**src/rtl/sqw_pkg.sv**
```systemverilog
package sqw_pkg;

  typedef enum logic [1:0] {
    RATE_SLOW = 2'd0,
    RATE_4K   = 2'd1,
    RATE_8K   = 2'd2,
    RATE_OSC  = 2'd3
  } rate_e;

  typedef struct packed {
    logic  out;
    logic  osf;
    logic  sqwe;
    rate_e rate;
  } ctrl_t;

  localparam int unsigned BIT_OUT  = 7;
  localparam int unsigned BIT_OSF  = 5;
  localparam int unsigned BIT_SQWE = 4;
  localparam int unsigned NUM_RATE = 4;

  // divider bit feeding each divided rate code
  function automatic int unsigned tap_of(input int unsigned code, input int unsigned div_w);
    case (code)
      0:       return div_w - 1;
      1:       return 2;
      default: return 1;
    endcase
  endfunction

endpackage

```
**src/rtl/sqw_divider.sv**
```systemverilog
module sqw_divider #(
  parameter int unsigned DIV_W = 15
) (
  input  logic                         clk,
  input  logic                         rst_n,
  input  logic                         xtal_i,
  input  logic                         run_i,
  input  logic                         clr_i,
  output logic [sqw_pkg::NUM_RATE-1:0] waves_o
);
  import sqw_pkg::*;

  logic             xs_q, xs_d_q;
  logic [DIV_W-1:0] cnt_q, cnt_d;
  logic             rise;
  logic             cnt_en;

  assign rise   = xs_q & ~xs_d_q;
  assign cnt_en = clr_i | (rise & run_i);

  always_comb begin
    cnt_d = cnt_q;
    if (clr_i)
      cnt_d = '0;
    else if (rise && run_i)
      cnt_d = cnt_q + 1'b1;
  end

  always_ff @(posedge clk or negedge rst_n) begin
    if (!rst_n) begin
      xs_q   <= 1'b0;
      xs_d_q <= 1'b0;
    end else begin
      xs_q   <= xtal_i;
      xs_d_q <= xs_q;
    end
  end

  always_ff @(posedge clk or negedge rst_n) begin
    if (!rst_n)
      cnt_q <= '0;
    else if (cnt_en)
      cnt_q <= cnt_d;
  end

  for (genvar k = 0; k < NUM_RATE - 1; k++) begin : g_tap
    localparam int unsigned TAP = tap_of(k, DIV_W);
    assign waves_o[k] = cnt_q[TAP];
  end
  assign waves_o[NUM_RATE-1] = xs_q;

  AST_CNT_CLEARED: assert property (@(posedge clk) disable iff (!rst_n)
    clr_i |=> (cnt_q == '0));

  AST_CNT_FROZEN: assert property (@(posedge clk) disable iff (!rst_n)
    (!clr_i && !run_i) |=> $stable(cnt_q));

endmodule

```
**src/rtl/sqw_status.sv**
```systemverilog
module sqw_status (
  input  logic          clk,
  input  logic          rst_n,
  input  logic          wr_en_i,
  input  logic [7:0]    wr_data_i,
  input  logic          run_i,
  output sqw_pkg::ctrl_t ctrl_o
);
  import sqw_pkg::*;

  ctrl_t ctrl_q, ctrl_d;
  logic  run_q;
  logic  stop_evt;

  assign stop_evt = run_q & ~run_i;

  always_comb begin
    ctrl_d = ctrl_q;
    if (wr_en_i) begin
      ctrl_d.out  = wr_data_i[BIT_OUT];
      ctrl_d.sqwe = wr_data_i[BIT_SQWE];
      ctrl_d.rate = rate_e'(wr_data_i[1:0]);
      if (!wr_data_i[BIT_OSF])
        ctrl_d.osf = 1'b0;
    end
    if (stop_evt)
      ctrl_d.osf = 1'b1;
  end

  always_ff @(posedge clk or negedge rst_n) begin
    if (!rst_n) begin
      ctrl_q <= '{out: 1'b1, osf: 1'b1, sqwe: 1'b0, rate: RATE_SLOW};
      run_q  <= 1'b0;
    end else begin
      ctrl_q <= ctrl_d;
      run_q  <= run_i;
    end
  end

  assign ctrl_o = ctrl_q;

  AST_OSF_SET_ON_STOP: assert property (@(posedge clk) disable iff (!rst_n)
    stop_evt |=> ctrl_q.osf);

  AST_OSF_NOT_SET_BY_WRITE: assert property (@(posedge clk) disable iff (!rst_n)
    (!ctrl_q.osf && !stop_evt) |=> !ctrl_q.osf);

  AST_OSF_CLEARED: assert property (@(posedge clk) disable iff (!rst_n)
    (wr_en_i && !wr_data_i[BIT_OSF] && !stop_evt) |=> !ctrl_q.osf);

endmodule

```
**src/rtl/sqw_outmux.sv**
```systemverilog
module sqw_outmux (
  input  logic                         clk,
  input  logic                         rst_n,
  input  sqw_pkg::ctrl_t               ctrl_i,
  input  logic [sqw_pkg::NUM_RATE-1:0] waves_i,
  output logic                         pin_oe_o
);
  import sqw_pkg::*;

  logic level;
  logic oe_q, oe_d;

  always_comb begin
    if (ctrl_i.sqwe)
      level = waves_i[ctrl_i.rate];
    else
      level = ctrl_i.out;
    oe_d = ~level;
  end

  always_ff @(posedge clk or negedge rst_n) begin
    if (!rst_n)
      oe_q <= 1'b0;
    else
      oe_q <= oe_d;
  end

  assign pin_oe_o = oe_q;

  AST_STATIC_LEVEL: assert property (@(posedge clk) disable iff (!rst_n)
    !ctrl_i.sqwe |=> (pin_oe_o == !$past(ctrl_i.out)));

  AST_FAST_FOLLOWS_OSC: assert property (@(posedge clk) disable iff (!rst_n)
    (ctrl_i.sqwe && ctrl_i.rate == RATE_OSC) |=> (pin_oe_o == !$past(waves_i[NUM_RATE-1])));

endmodule

```
**src/rtl/sqwave_ctrl.sv**
```systemverilog
module sqwave_ctrl #(
  parameter int unsigned DIV_W = 15
) (
  input  logic       clk,
  input  logic       rst_n,
  input  logic       xtal_i,
  input  logic       osc_run_i,
  input  logic       pre_clr_i,
  input  logic       wr_en_i,
  input  logic [7:0] wr_data_i,
  output logic [7:0] rd_data_o,
  output logic       pin_oe_o
);
  import sqw_pkg::*;

  ctrl_t               ctrl;
  logic [NUM_RATE-1:0] waves;

  sqw_divider #(.DIV_W(DIV_W)) u_div (
    .clk     (clk),
    .rst_n   (rst_n),
    .xtal_i  (xtal_i),
    .run_i   (osc_run_i),
    .clr_i   (pre_clr_i),
    .waves_o (waves)
  );

  sqw_status u_stat (
    .clk       (clk),
    .rst_n     (rst_n),
    .wr_en_i   (wr_en_i),
    .wr_data_i (wr_data_i),
    .run_i     (osc_run_i),
    .ctrl_o    (ctrl)
  );

  sqw_outmux u_mux (
    .clk      (clk),
    .rst_n    (rst_n),
    .ctrl_i   (ctrl),
    .waves_i  (waves),
    .pin_oe_o (pin_oe_o)
  );

  always_comb begin
    rd_data_o           = '0;
    rd_data_o[BIT_OUT]  = ctrl.out;
    rd_data_o[BIT_OSF]  = ctrl.osf;
    rd_data_o[BIT_SQWE] = ctrl.sqwe;
    rd_data_o[1:0]      = ctrl.rate;
  end

  always_ff @(posedge clk) begin
    if (rst_n)
      AST_SPARE_BITS_ZERO: assert ({rd_data_o[6], rd_data_o[3:2]} == 3'b000);
  end

  AST_WRITE_TAKES: assert property (@(posedge clk) disable iff (!rst_n)
    wr_en_i |=> (rd_data_o[BIT_SQWE] == $past(wr_data_i[BIT_SQWE])));

endmodule

```
**config.mk**
```make
export PLATFORM = sky130hd
export DESIGN_NAME = sqwave_ctrl
export DESIGN_NICKNAME = d
export VERILOG_FILES = /design/src/rtl/sqw_pkg.sv /design/src/rtl/sqw_divider.sv /design/src/rtl/sqw_status.sv /design/src/rtl/sqw_outmux.sv /design/src/rtl/sqwave_ctrl.sv
export SDC_FILE = /design/constraint.sdc
export NUM_CORES = 1
export LEC_CHECK = 0
export BUFFER_PORTS_ARGS = -buffer_cell sky130_fd_sc_hd__buf_4
export CAP_MARGIN = 10
export CORE_ASPECT_RATIO = 1.5
export CORE_MARGIN = 4
export CORE_UTILIZATION = 32
export CTS_CLUSTER_SIZE = 12
export DETAILED_ROUTE_END_ITERATION = 10
export SYNTH_ARGS = -nofsm -noshare
export SYNTH_HDL_FRONTEND = slang
export SYNTH_HIERARCHICAL = 1
export SYNTH_SLANG_ARGS = --single-unit
```
**constraint.sdc**
```tcl
create_clock -name clk -period 1.5 [get_ports clk]
set_input_delay 0.225 -clock clk [delete_from_list [all_inputs] [get_ports clk]]
set_output_delay 0.225 -clock clk [all_outputs]
set_load 0.01 [all_outputs]
```
==> results of run 1 <==
-- cells by family after synthesis --
| family | synth area share |
|---|---|
| DFF | 0.498 |
| muxes | 0.0786 |
| and+or+nand+nor | 0.238 |
| buffers and inverters | 0.0558 |
| adders and majority gates | 0.0103 |
| other | 0.00310 |
| AOI/OAI and AO/OA | 0.0362 |
| xor gates and xnor gates | 0.0796 |
-- cells in the mapped netlist, types with 3 or more instances --
cell     number  area [um^2]
mux2_2        4         45.0
nor2_1       14         52.6
nor4_2        4         50.1
buf_4         8         60.1
dfrtp_1      22          551
xor2_1        4         35.0
nand2_1       8         30.0
nand4_1       3         18.8
xnor2_1       7         61.3
-- metrics by stage --
| stage | setup slack, ps | std cells |
|---|---|---|
| 4_1_cts | 28.2 | 168 |
| 2_1_floorplan | 113 | 108 |
| 6_report | 86.8 | 168 |
| 3_3_place_gp | 76.0 | 163 |
| 5_1_grt | 11.8 | 168 |
| 3_5_place_dp | 55.4 | 163 |
-- power by group through the flow --
stage | clock network, mW | registers [mW] | logic [mW]
2_1_floorplan | 0 | 0.713 | 0.0524
3_3_place_gp | 0 | 0.705 | 0.127
3_5_place_dp | 0 | 0.707 | 0.128
4_1_cts | 0.447 | 0.694 | 0.131
5_1_grt | 0.476 | 0.699 | 0.141
6_report | 0.428 | 0.694 | 0.129
-- final cells by class --
class / count / area (um^2) / area share
Sequential cell: 24 / 603 / 0.413
Multi-Input combinational cell: 74 / 577 / 0.395
Timing Repair Buffer: 22 / 168 / 0.115
Clock buffer: 4 / 55.1 / 0.0377
Tap cell: 43 / 53.8 / 0.0368
Inverter: 1 / 3.75 / 0.00257
-- how the worst max path moves through the flow --
stage / end / slack [ps] / start / cells after the start
2_1_floorplan: u_div/cnt_q[8]$_DFFE_PN0P_ / 110 / u_div/cnt_q[1]$_DFFE_PN0P_ / 5
3_3_place_gp: u_div/cnt_q[13]$_DFFE_PN0P_ / 80 / u_div/xs_d_q$_DFF_PN0_ / 4
3_5_place_dp: u_div/cnt_q[8]$_DFFE_PN0P_ / 60 / u_div/cnt_q[0]$_DFFE_PN0P_ / 5
4_1_cts: u_div/cnt_q[8]$_DFFE_PN0P_ / 30 / u_div/cnt_q[0]$_DFFE_PN0P_ / 5
5_1_grt: u_div/cnt_q[10]$_DFFE_PN0P_ / 10 / u_div/cnt_q[1]$_DFFE_PN0P_ / 5
6_report: u_div/cnt_q[13]$_DFFE_PN0P_ / 90 / u_div/cnt_q[0]$_DFFE_PN0P_ / 5
-- worst max-delay path, delay by kind of cell (launching register included) --
family / cells / cell delay, ps
buffers and inverters: 1 / 150
flip-flops: 1 / 400
multiplexers: 1 / 300
AND/OR/NAND/NOR: 3 / 450
-- registers in the layout (all words and copies together) (netlist names) --
signal / flops
u_div/xs_q: 1
u_div/xs_d_q: 1
u_div/cnt_q: 15
u_mux/pin_oe_o: 1
u_stat/ctrl_o: 5
u_stat/run_q: 1
-- repair_timing --
item | 4_1_cts | 5_1_grt
endpoints found under the hold margin | 22 | 0
gates resized for setup | 0 | 4
hold buffers | 1 | 0
setup endpoints to repair | 0 | 4
-- routing by layer --
layer	share of wire	wire length, um	track usage	up-vias
met1	0.42	891	0.112	392
met3	0.063	134	0.0233	2
met5	0	0	0	-
li1	-	-	-	390
met4	0.0057	12	0.0316	0
met2	0.51	1080	0.166	19
==> metrics.yaml, run 1 <==
timing:
  setup_viol: 0
  fin_skew_ps: 1.10
  fmax_mhz: 708
  final.min_clock_period_ps: 1410
  holdWs_ps: 65.4
  finalCritPeriodShare: 0.942
  rsz0062_at_grt: "false"
  setup_tns_ps: 0
  maxSlewViolCount: 0
  finalHoldViolCount: 0
placed_design:
  postPlaceCellArea_um2: 1370
  portBuffers: 16
  dp_hpwl_um: 1600
  gp_congestion: 0.758
clocking:
  clock_latency_ps: 260
  postCtsSetupRepairBufs: 0
  clk_path_buf_depth: 2
  cts_buffers: 3
  htree_levels: 1
  clk_pin_slew_worst_paths_ps: 80
  cts_root_buffer: "clkbuf_8"
  clock_sinks: 24
  tritoncts: "built"
yosys:
  ys_types: 31
  avgSynthCellArea_um2: 11.4
  ys_seq_area_frac: 0.498
  synthCells: 106
  syn_area_um2: 1210
  async_flop_share: 1.00
  synth_edf_count: 0
  yosysWarnings: 6
  synth_flop_cell: "dfrtp_1"
  yosys_register_bits: 24
setup_path:
  arrival_ps: 1560
  slowest_delay_ps: 400
  slowest_stage: "dfrtp_1"
  r2r_slack_ps: 90
  reg2reg_depth: 5
  cp_cell_sequence: "buf_4, nand4_2, nor2_1, nand2_1, mux2_4"
  r2r_start: "u_div/cnt_q[0]$_DFFE_PN0P_"
  end_kind: "register"
  critPathMaxFanout: 4
  worst_setup_path_start_kind: "register"
  required_ps: 1650
  worstSetupPathType: "register to register"
  crit-reg2reg-capture: "u_div/cnt_q[13]$_DFFE_PN0P_"
power_and_ir_drop:
  p_clk_frac: 0.342
  peakVddDrop_v: 0.000361
  power_density_nw_per_um2: 857
  p_sw_frac: 0.218
  pwr-share-seq: 0.555
  finalPower_mw: 1.25
  leakage_nw: 0.656
  p_comb_frac: 0.103
  cellInternalPower_mw: 0.979
  p_sw_mw: 0.273
routing:
  ant_nets: 0
  routed-via-count: 803
  avgRoutedWirePerCell_um: 12.6
  drc: 0
  via_per_inst: 4.78
  drtIter0Drc: 15
  drt_first_pass_iters: 4
  drt_wl_total_um: 2120
finish:
  antenna_cells: 0
  finalNetCount: 141
  drive_gt1_frac: 0.344
  final_common_cell: "dfrtp_1"
  final_cell_mix: "dfrtp_1, buf_4, nor2_1"
  num-fill-cells: 353
  stdcell_area_um2: 1460
  area_delta_synth_final_pct: 20.7
  final_util: 0.400
run:
  cap_viol_max_count: 0
floorplanning:
  die_w_um: 58.2
  start_util: 0.332
  die_area_um2: 4850
  core-area_um2: 3650
  io_pins: 23
  die_h_um: 83.3
  num_rows: 27
global_route:
  grt_pass1_vias: 856
  grt_pass1_wl_um: 3770
  gr-total-overflow: 0
  grt_use_total: 0.0958
  antenna_found_initial: 0
  grt_max_degree: 25
hold_path:
  holdPathStages: 1
  min_from: "xtal_i"
  hold_end: "u_div/xs_q$_DFF_PN0_"
  holdCritPathClass: "primary input to register"
outcome:
  outcome: "finished, final reports clean"
(Power assumes the default switching activity.)
==> run 2: changes to the inputs <==
ABC_AREA = 1   (was unset)
CORE_UTILIZATION = 45   (was 32)
PLACE_DENSITY = 0.66   (was unset)
SETUP_SLACK_MARGIN = 0.2   (was unset)
==> metrics.yaml, run 2 <==
clocking:
  clock_latency_ps: 270  # about the same
  clock_sinks: 24  # unchanged
  cts_root_buffer: "clkbuf_8"
  htree_levels: 1  # unchanged
  cts_buffers: 3  # unchanged
  clk_pin_slew_worst_paths_ps: 80  # about the same
  tritoncts: "built"
  clk_path_buf_depth: 2  # unchanged
hold_path:
  holdCritPathClass: "primary input to register"
  min_from: "xtal_i"
  holdPathStages: 1  # unchanged
routing:
  highest_layer: "met4"
  wl_met2_um: 1410  # +30%
  avgRoutedWirePerCell_um: 11.7  # -7.5%
  wl_met3_um: 102  # -24%
  drtIter0Drc: 30  # +15
  wl_met1_um: 1210  # +36%
  drt_first_pass_iters: 4  # unchanged
  ant_nets: 0  # unchanged
  drc: 0  # unchanged
  routed-via-count: 1173  # +46%
  via_per_inst: 4.85  # +1.4%
  drt_wl_total_um: 2820  # +33%
finish:
  area_delta_synth_final_pct: 21.0
  drive_gt1_frac: 0.241  # -0.103
  fin_cells: 242  # +44%
  antenna_cells: 0  # unchanged
  largest_register_ffs: 15  # unchanged
  num-fill-cells: 268  # -24%
  largest-register: "u_div/cnt_q"
  final_common_cell: "nand2_1"
  stdcell_area_um2: 1620  # +11%
  finalNetCount: 220  # +56%
  final_cell_mix: "nand2_1, inv_1, nor2_1"
timing:
  setup_tns_ps: 0  # unchanged
  fmax_mhz: 798  # +13%
  finalCritPeriodShare: 0.835  # -0.107
  rsz0062_at_grt: "true"
  final.min_clock_period_ps: 1250  # -161 ps
  setup_viol: 0  # unchanged
  worst_slack_ps: 247  # +161 ps
  fin_skew_ps: 2.81  # +1.71 ps
  maxSlewViolCount: 0  # unchanged
  finalHoldViolCount: 0  # unchanged
setup_path:
  r2r_start: "u_div/cnt_q[1]$_DFFE_PN0P_"
  arrival_ps: 1410  # -150 ps
  critPathMaxFanout: 3  # -1
  crit_path_start: "u_div/cnt_q[1]$_DFFE_PN0P_"
  reg2reg_depth: 8  # +3
  slowest_delay_ps: 410  # about the same
  crit_family: "simple AND/OR/NAND/NOR gates"
  slowest_stage: "dfrtp_1"
  cp_cell_sequence: "buf_6, nand2_4, nor2_4, nand2_4, nor2_4, nand3_2, nand2_1, nor2_1"
  required_ps: 1660  # about the same
  path_buf_inv: 1  # unchanged
  cp.depth: 8  # +3
  end_kind: "register"
  worst_setup_path_start_kind: "register"
  worstSetupPathType: "register to register"
yosys:
  avgSynthCellArea_um2: 7.31  # -36%
  synth_edf_count: 0  # unchanged
  yosys_register_bits: 24  # unchanged
  synth_top_cell_by_area: "dfrtp_1"
  ys_top_cells_by_count: "nand2_1, inv_1, nor2_1, dfrtp_1, nand3_1"
  async_flop_share: 1.00  # unchanged
  yosysTopAreaCellShare: 0.412  # -0.0434
  synthCells: 183  # +73%
  netlist_top_cells_area: "dfrtp_1, nand2_1, inv_1, nor2_1, nand3_1"
  synth.most_common_cell: "nand2_1"
  ys_seq_area_frac: 0.451  # -0.0476
  syn_area_um2: 1340  # +11%
  yosysWarnings: 6  # unchanged
  ys_types: 23  # -26%
  synth_flop_cell: "dfrtp_1"
global_route:
  grt_use_total: 0.158  # +0.0619
  grt_pass1_vias: 1080  # +26%
  antenna_found_initial: 0  # unchanged
  grt_pass1_wl_um: 4600  # +22%
  gr-total-overflow: 0  # unchanged
  grt_max_degree: 25  # unchanged
floorplanning:
  die_area_um2: 3930  # -19%
  start_util: 0.464  # +0.132
  die_w_um: 52.5  # -9.8%
  die_h_um: 74.8  # -10%
  core-area_um2: 2880  # -21%
  num_rows: 24  # -11%
  io_pins: 23  # unchanged
outcome:
  outcome: "finished, final reports clean"
power_and_ir_drop:
  peakVddDrop_v: 0.000638  # +77%
  leakage_nw: 0.809  # +23%
  power_density_nw_per_um2: 748  # -13%
  finalPower_mw: 1.21  # -3.2%
placed_design:
  dp_hpwl_um: 2010  # +26%
  dpl_worst_slack_ps: 158  # +103 ps
  portBuffers: 16  # unchanged
  gp_congestion: 0.905  # +19%
  place_inst: 231  # +42%
  postPlaceCellArea_um2: 1440  # +5.7%
run:
  cap_viol_max_count: 0  # unchanged
## run 2: changes by cell type in the layout (fill, tap and decap cells not counted), moves of 5 or more
| cell | before | now |
|---|---|---|
| inv_1 | 1 | 26 |
| nand3_1 | 1 | 11 |
| nor2_2 | 0 | 5 |
| nor2_1 | 14 | 23 |
| a21oi_1 | 2 | 7 |
| xnor2_1 | 7 | 0 |
| nand2_1 | 8 | 50 |
## run 2: worst register-to-register path, delay by kind of cell (launching register included)
family	cells	cell delay (ps)
AND/OR/NAND/NOR	7	600
buffers and inverters	1	140
flip-flops	1	410
## run 2: path summary, 6_finish.rpt
check	endpoint	slack [ps]
min reg2reg	u_stat/ctrl_o[3]$_DFFE_PN1P_	460
min	u_div/xs_q$_DFF_PN0_	60
max	u_div/cnt_q[13]$_DFFE_PN0P_	250
max reg2reg	u_div/cnt_q[13]$_DFFE_PN0P_	250
max in group asynchronous	u_stat/ctrl_o[3]$_DFFE_PN1P_	810
min in group asynchronous	u_stat/run_q$_DFF_PN0_	400
## run 2: power by group
| part | switching, mW | leakage [nW] | internal [mW] |
|---|---|---|---|
| registers | 0.0164 | 0.310 | 0.673 |
| logic | 0.0784 | 0.478 | 0.0656 |
| clock network | 0.198 | 0.0216 | 0.180 |
## run 2: final cells by class
| type | instances | area (um^2) | area share |
|---|---|---|---|
| Timing Repair Buffer | 24 | 186 | 0.115 |
| Clock buffer | 3 | 41.3 | 0.0255 |
| Sequential cell | 24 | 606 | 0.374 |
| Inverter | 27 | 101 | 0.0626 |
| Tap cell | 39 | 48.8 | 0.0301 |
| Multi-Input combinational cell | 125 | 636 | 0.393 |
## run 2: layer usage
| metal | global-route usage | up-vias |
|---|---|---|
| met1 | 0.185 | 543 |
| li1 | - | 597 |
| met4 | 0.0966 | 0 |
| met2 | 0.262 | 25 |
| met3 | 0.0297 | 8 |
| met5 | 0 | - |
## run 2: stage by stage
step | hold WS [ps] | utilization
3_5_place_dp | 142 | 0.500
4_1_cts | 57.2 | 0.529
6_report | 62.5 | 0.562
3_3_place_gp | 137 | 0.500
2_1_floorplan | -70.6 | -
5_1_grt | 45.9 | 0.562
## run 2: cell families (layout without fill, tap and decap cells)
group	count (synthesis)	in the layout	share of synthesized area
fa+ha+maj	1	1	0.00935
buf+inv	36	54	0.129
other cells	1	3	0.00280
simple gates	105	105	0.346
flops	24	24	0.451
compound gates	16	16	0.0617
## run 2: timing repair
action | CTS | global route
hold buffers | 1 | 0
gates resized for setup | 0 | 18
endpoints found under the hold margin | 22 | 0
endpoints found under the setup margin | 3 | 10
setup buffers | 4 | 3
pin swaps | 1 | 10
==> run 3: changes to the inputs <==
PLACE_DENSITY = 0.69   (was 0.66)
clock period = 1.13 ns   (was 1.5 ns; I/O delays follow)
==> metrics.yaml, run 3 (same netlist as run 2, synthesis figures left out) <==
outcome:
  outcome: "finished, violations left"
  violations: "setup timing"
power_and_ir_drop:
  power_density_nw_per_um2: 948  # +27%
  p_comb_frac: 0.140  # +0.021
  p_clk_frac: 0.335  # +0.023
  cellInternalPower_mw: 1.33  # +45%
  p_sw_mw: 0.421  # +44%
  leakage_nw: 0.875  # +8.1%
  p_sw_frac: 0.240  # -0.00162
  pwr-share-seq: 0.525  # -0.044
  peakVddDrop_v: 0.000636  # -0.37%
clocking:
  cts_root_buffer: "clkbuf_8"
  htree_levels: 1  # unchanged
  clk_pin_slew_worst_paths_ps: 90  # about the same
  cts_buffers: 3  # unchanged
  clock_latency_ps: 270  # about the same
  tritoncts: "built"
  clk_path_buf_depth: 2  # unchanged
  clock_sinks: 24  # unchanged
setup_path:
  arrival_ps: 1410  # about the same
  worstSetupPathType: "register to register"
  reg2reg_depth: 8  # unchanged
  required_ps: 1300  # -360 ps
  critPathMaxFanout: 3  # unchanged
  crit-reg2reg-capture: "u_div/cnt_q[7]$_DFFE_PN0P_"
  r2r_slack_ps: -120  # -360 ps
  worst_setup_path_start_kind: "register"
  r2r_start: "u_div/cnt_q[1]$_DFFE_PN0P_"
  end_kind: "register"
timing:
  finalCritPeriodShare: 1.10  # +0.267
  maxSlewViolCount: 0  # unchanged
  rsz0062_at_grt: "true"
  fin_skew_ps: 6.43  # +3.62 ps
  setup_viol: 13  # +13
  fmax_mhz: 803  # +0.60%
  final.min_clock_period_ps: 1250  # -7.49 ps
  finalHoldViolCount: 0  # unchanged
  worst_slack_ps: -115  # -363 ps
  setup_tns_ps: -942  # -942 ps
floorplanning:
  core-area_um2: 2880  # unchanged
  io_pins: 23  # unchanged
  die_h_um: 74.8  # unchanged
  die_area_um2: 3930  # unchanged
  die_w_um: 52.5  # unchanged
  start_util: 0.464  # unchanged
  num_rows: 24  # unchanged
routing:
  via_per_inst: 4.86  # +0.26%
  drt_first_pass_iters: 4  # unchanged
  routed-via-count: 1249  # +6.5%
  drt_wl_total_um: 3230  # +14%
  avgRoutedWirePerCell_um: 12.6  # +7.7%
  drtIter0Drc: 57  # +90%
  drc: 0  # unchanged
  ant_nets: 0  # unchanged
global_route:
  grt_use_total: 0.171  # +0.0131
  grt_pass1_vias: 1192  # +10%
  antenna_found_initial: 0  # unchanged
  grt_max_degree: 25  # unchanged
  grt_pass1_wl_um: 5000  # +8.7%
  gr-total-overflow: 0  # unchanged
finish:
  antenna_cells: 0  # unchanged
  drive_gt1_frac: 0.390  # +0.149
  area_delta_synth_final_pct: 38.4
  fin_cells: 257  # +6.2%
  finalNetCount: 234  # +6.4%
  final_common_cell: "nand2_1"
  largest_register_ffs: 15  # unchanged
  final_cell_mix: "nand2_1, buf_4, inv_1"
  largest-register: "u_div/cnt_q"
placed_design:
  portBuffers: 16  # unchanged
  dp_hpwl_um: 2220  # +11%
  place_inst: 244  # +5.6%
  gp_congestion: 0.947  # +4.7%
hold_path:
  min_from: "osc_run_i"
  hold_end: "u_stat/run_q$_DFF_PN0_"
  holdCritPathClass: "primary input to register"
  holdPathStages: 1  # unchanged
run:
  cap_viol_max_count: 0  # unchanged
[run 3: power groups by stage]
stage          logic [mW]  clock network [mW]  registers, mW
3_3_place_gp        0.188                   0          0.931
6_report            0.246               0.588          0.920
4_1_cts             0.232               0.607          0.918
3_5_place_dp        0.193                   0          0.933
2_1_floorplan      0.0845                   0          0.942
5_1_grt             0.272               0.643          0.923
[run 3: layout make-up]
class,instances,area [um^2]
Fill cell,241,1030
Multi-Input combinational cell,125,706
Sequential cell,24,608
Timing Repair Buffer,38,332
Inverter,27,101
Clock buffer,4,55.1
Tap cell,39,48.8
[run 3: stage by stage]
stage                     setup slack, ps  utilization  hold slack (ps)  total power [mW]  cell area, um^2
after detailed placement             -110        0.540             84.5              1.13             1560
after global placement              -82.6        0.540             81.4              1.12             1560
after global routing                 -195        0.642             38.1              1.84             1850
final                                -115        0.642             47.0              1.75             1850
after floorplan                     -15.2            -             -126              1.03             1360
after CTS                            -108        0.612            0.434              1.76             1770
[run 3: how the worst max path moves through the flow]
stage,endpoint,start
after global placement,u_div/cnt_q[12]$_DFFE_PN0P_,u_div/cnt_q[0]$_DFFE_PN0P_
after global routing,u_div/cnt_q[7]$_DFFE_PN0P_,u_div/cnt_q[0]$_DFFE_PN0P_
final,u_div/cnt_q[7]$_DFFE_PN0P_,u_div/cnt_q[1]$_DFFE_PN0P_
after floorplan,u_div/cnt_q[10]$_DFFE_PN0P_,u_div/cnt_q[1]$_DFFE_PN0P_
after detailed placement,u_div/cnt_q[12]$_DFFE_PN0P_,u_div/cnt_q[0]$_DFFE_PN0P_
after CTS,u_div/cnt_q[10]$_DFFE_PN0P_,u_div/cnt_q[1]$_DFFE_PN0P_
[run 3: worst max-delay path, cell delays in order (launching register included)]
cell,delay (ps)
dfrtp_1,410
buf_6,130
nand2_2,60
nor2_4,120
nand2_2,110
nor2_4,120
nand2_1,60
nor2_1,90
nor2_1,50
[run 3: repair_timing]
item	in CTS	in global routing
hold buffers	1	1
hold endpoints to repair	22	1
gates cloned	0	0
pin swaps	10	10
resized for setup	26	20
setup endpoints to repair	22	22
buffers inserted	5	2
[run 3: per-layer routing]
layer	track usage	vias to the layer above	share of wire
met3	0.0178	6	0.029
met1	0.172	598	0.38
met2	0.333	26	0.58
met4	0.0881	0	0.017
li1	-	619	-
met5	0	-	0
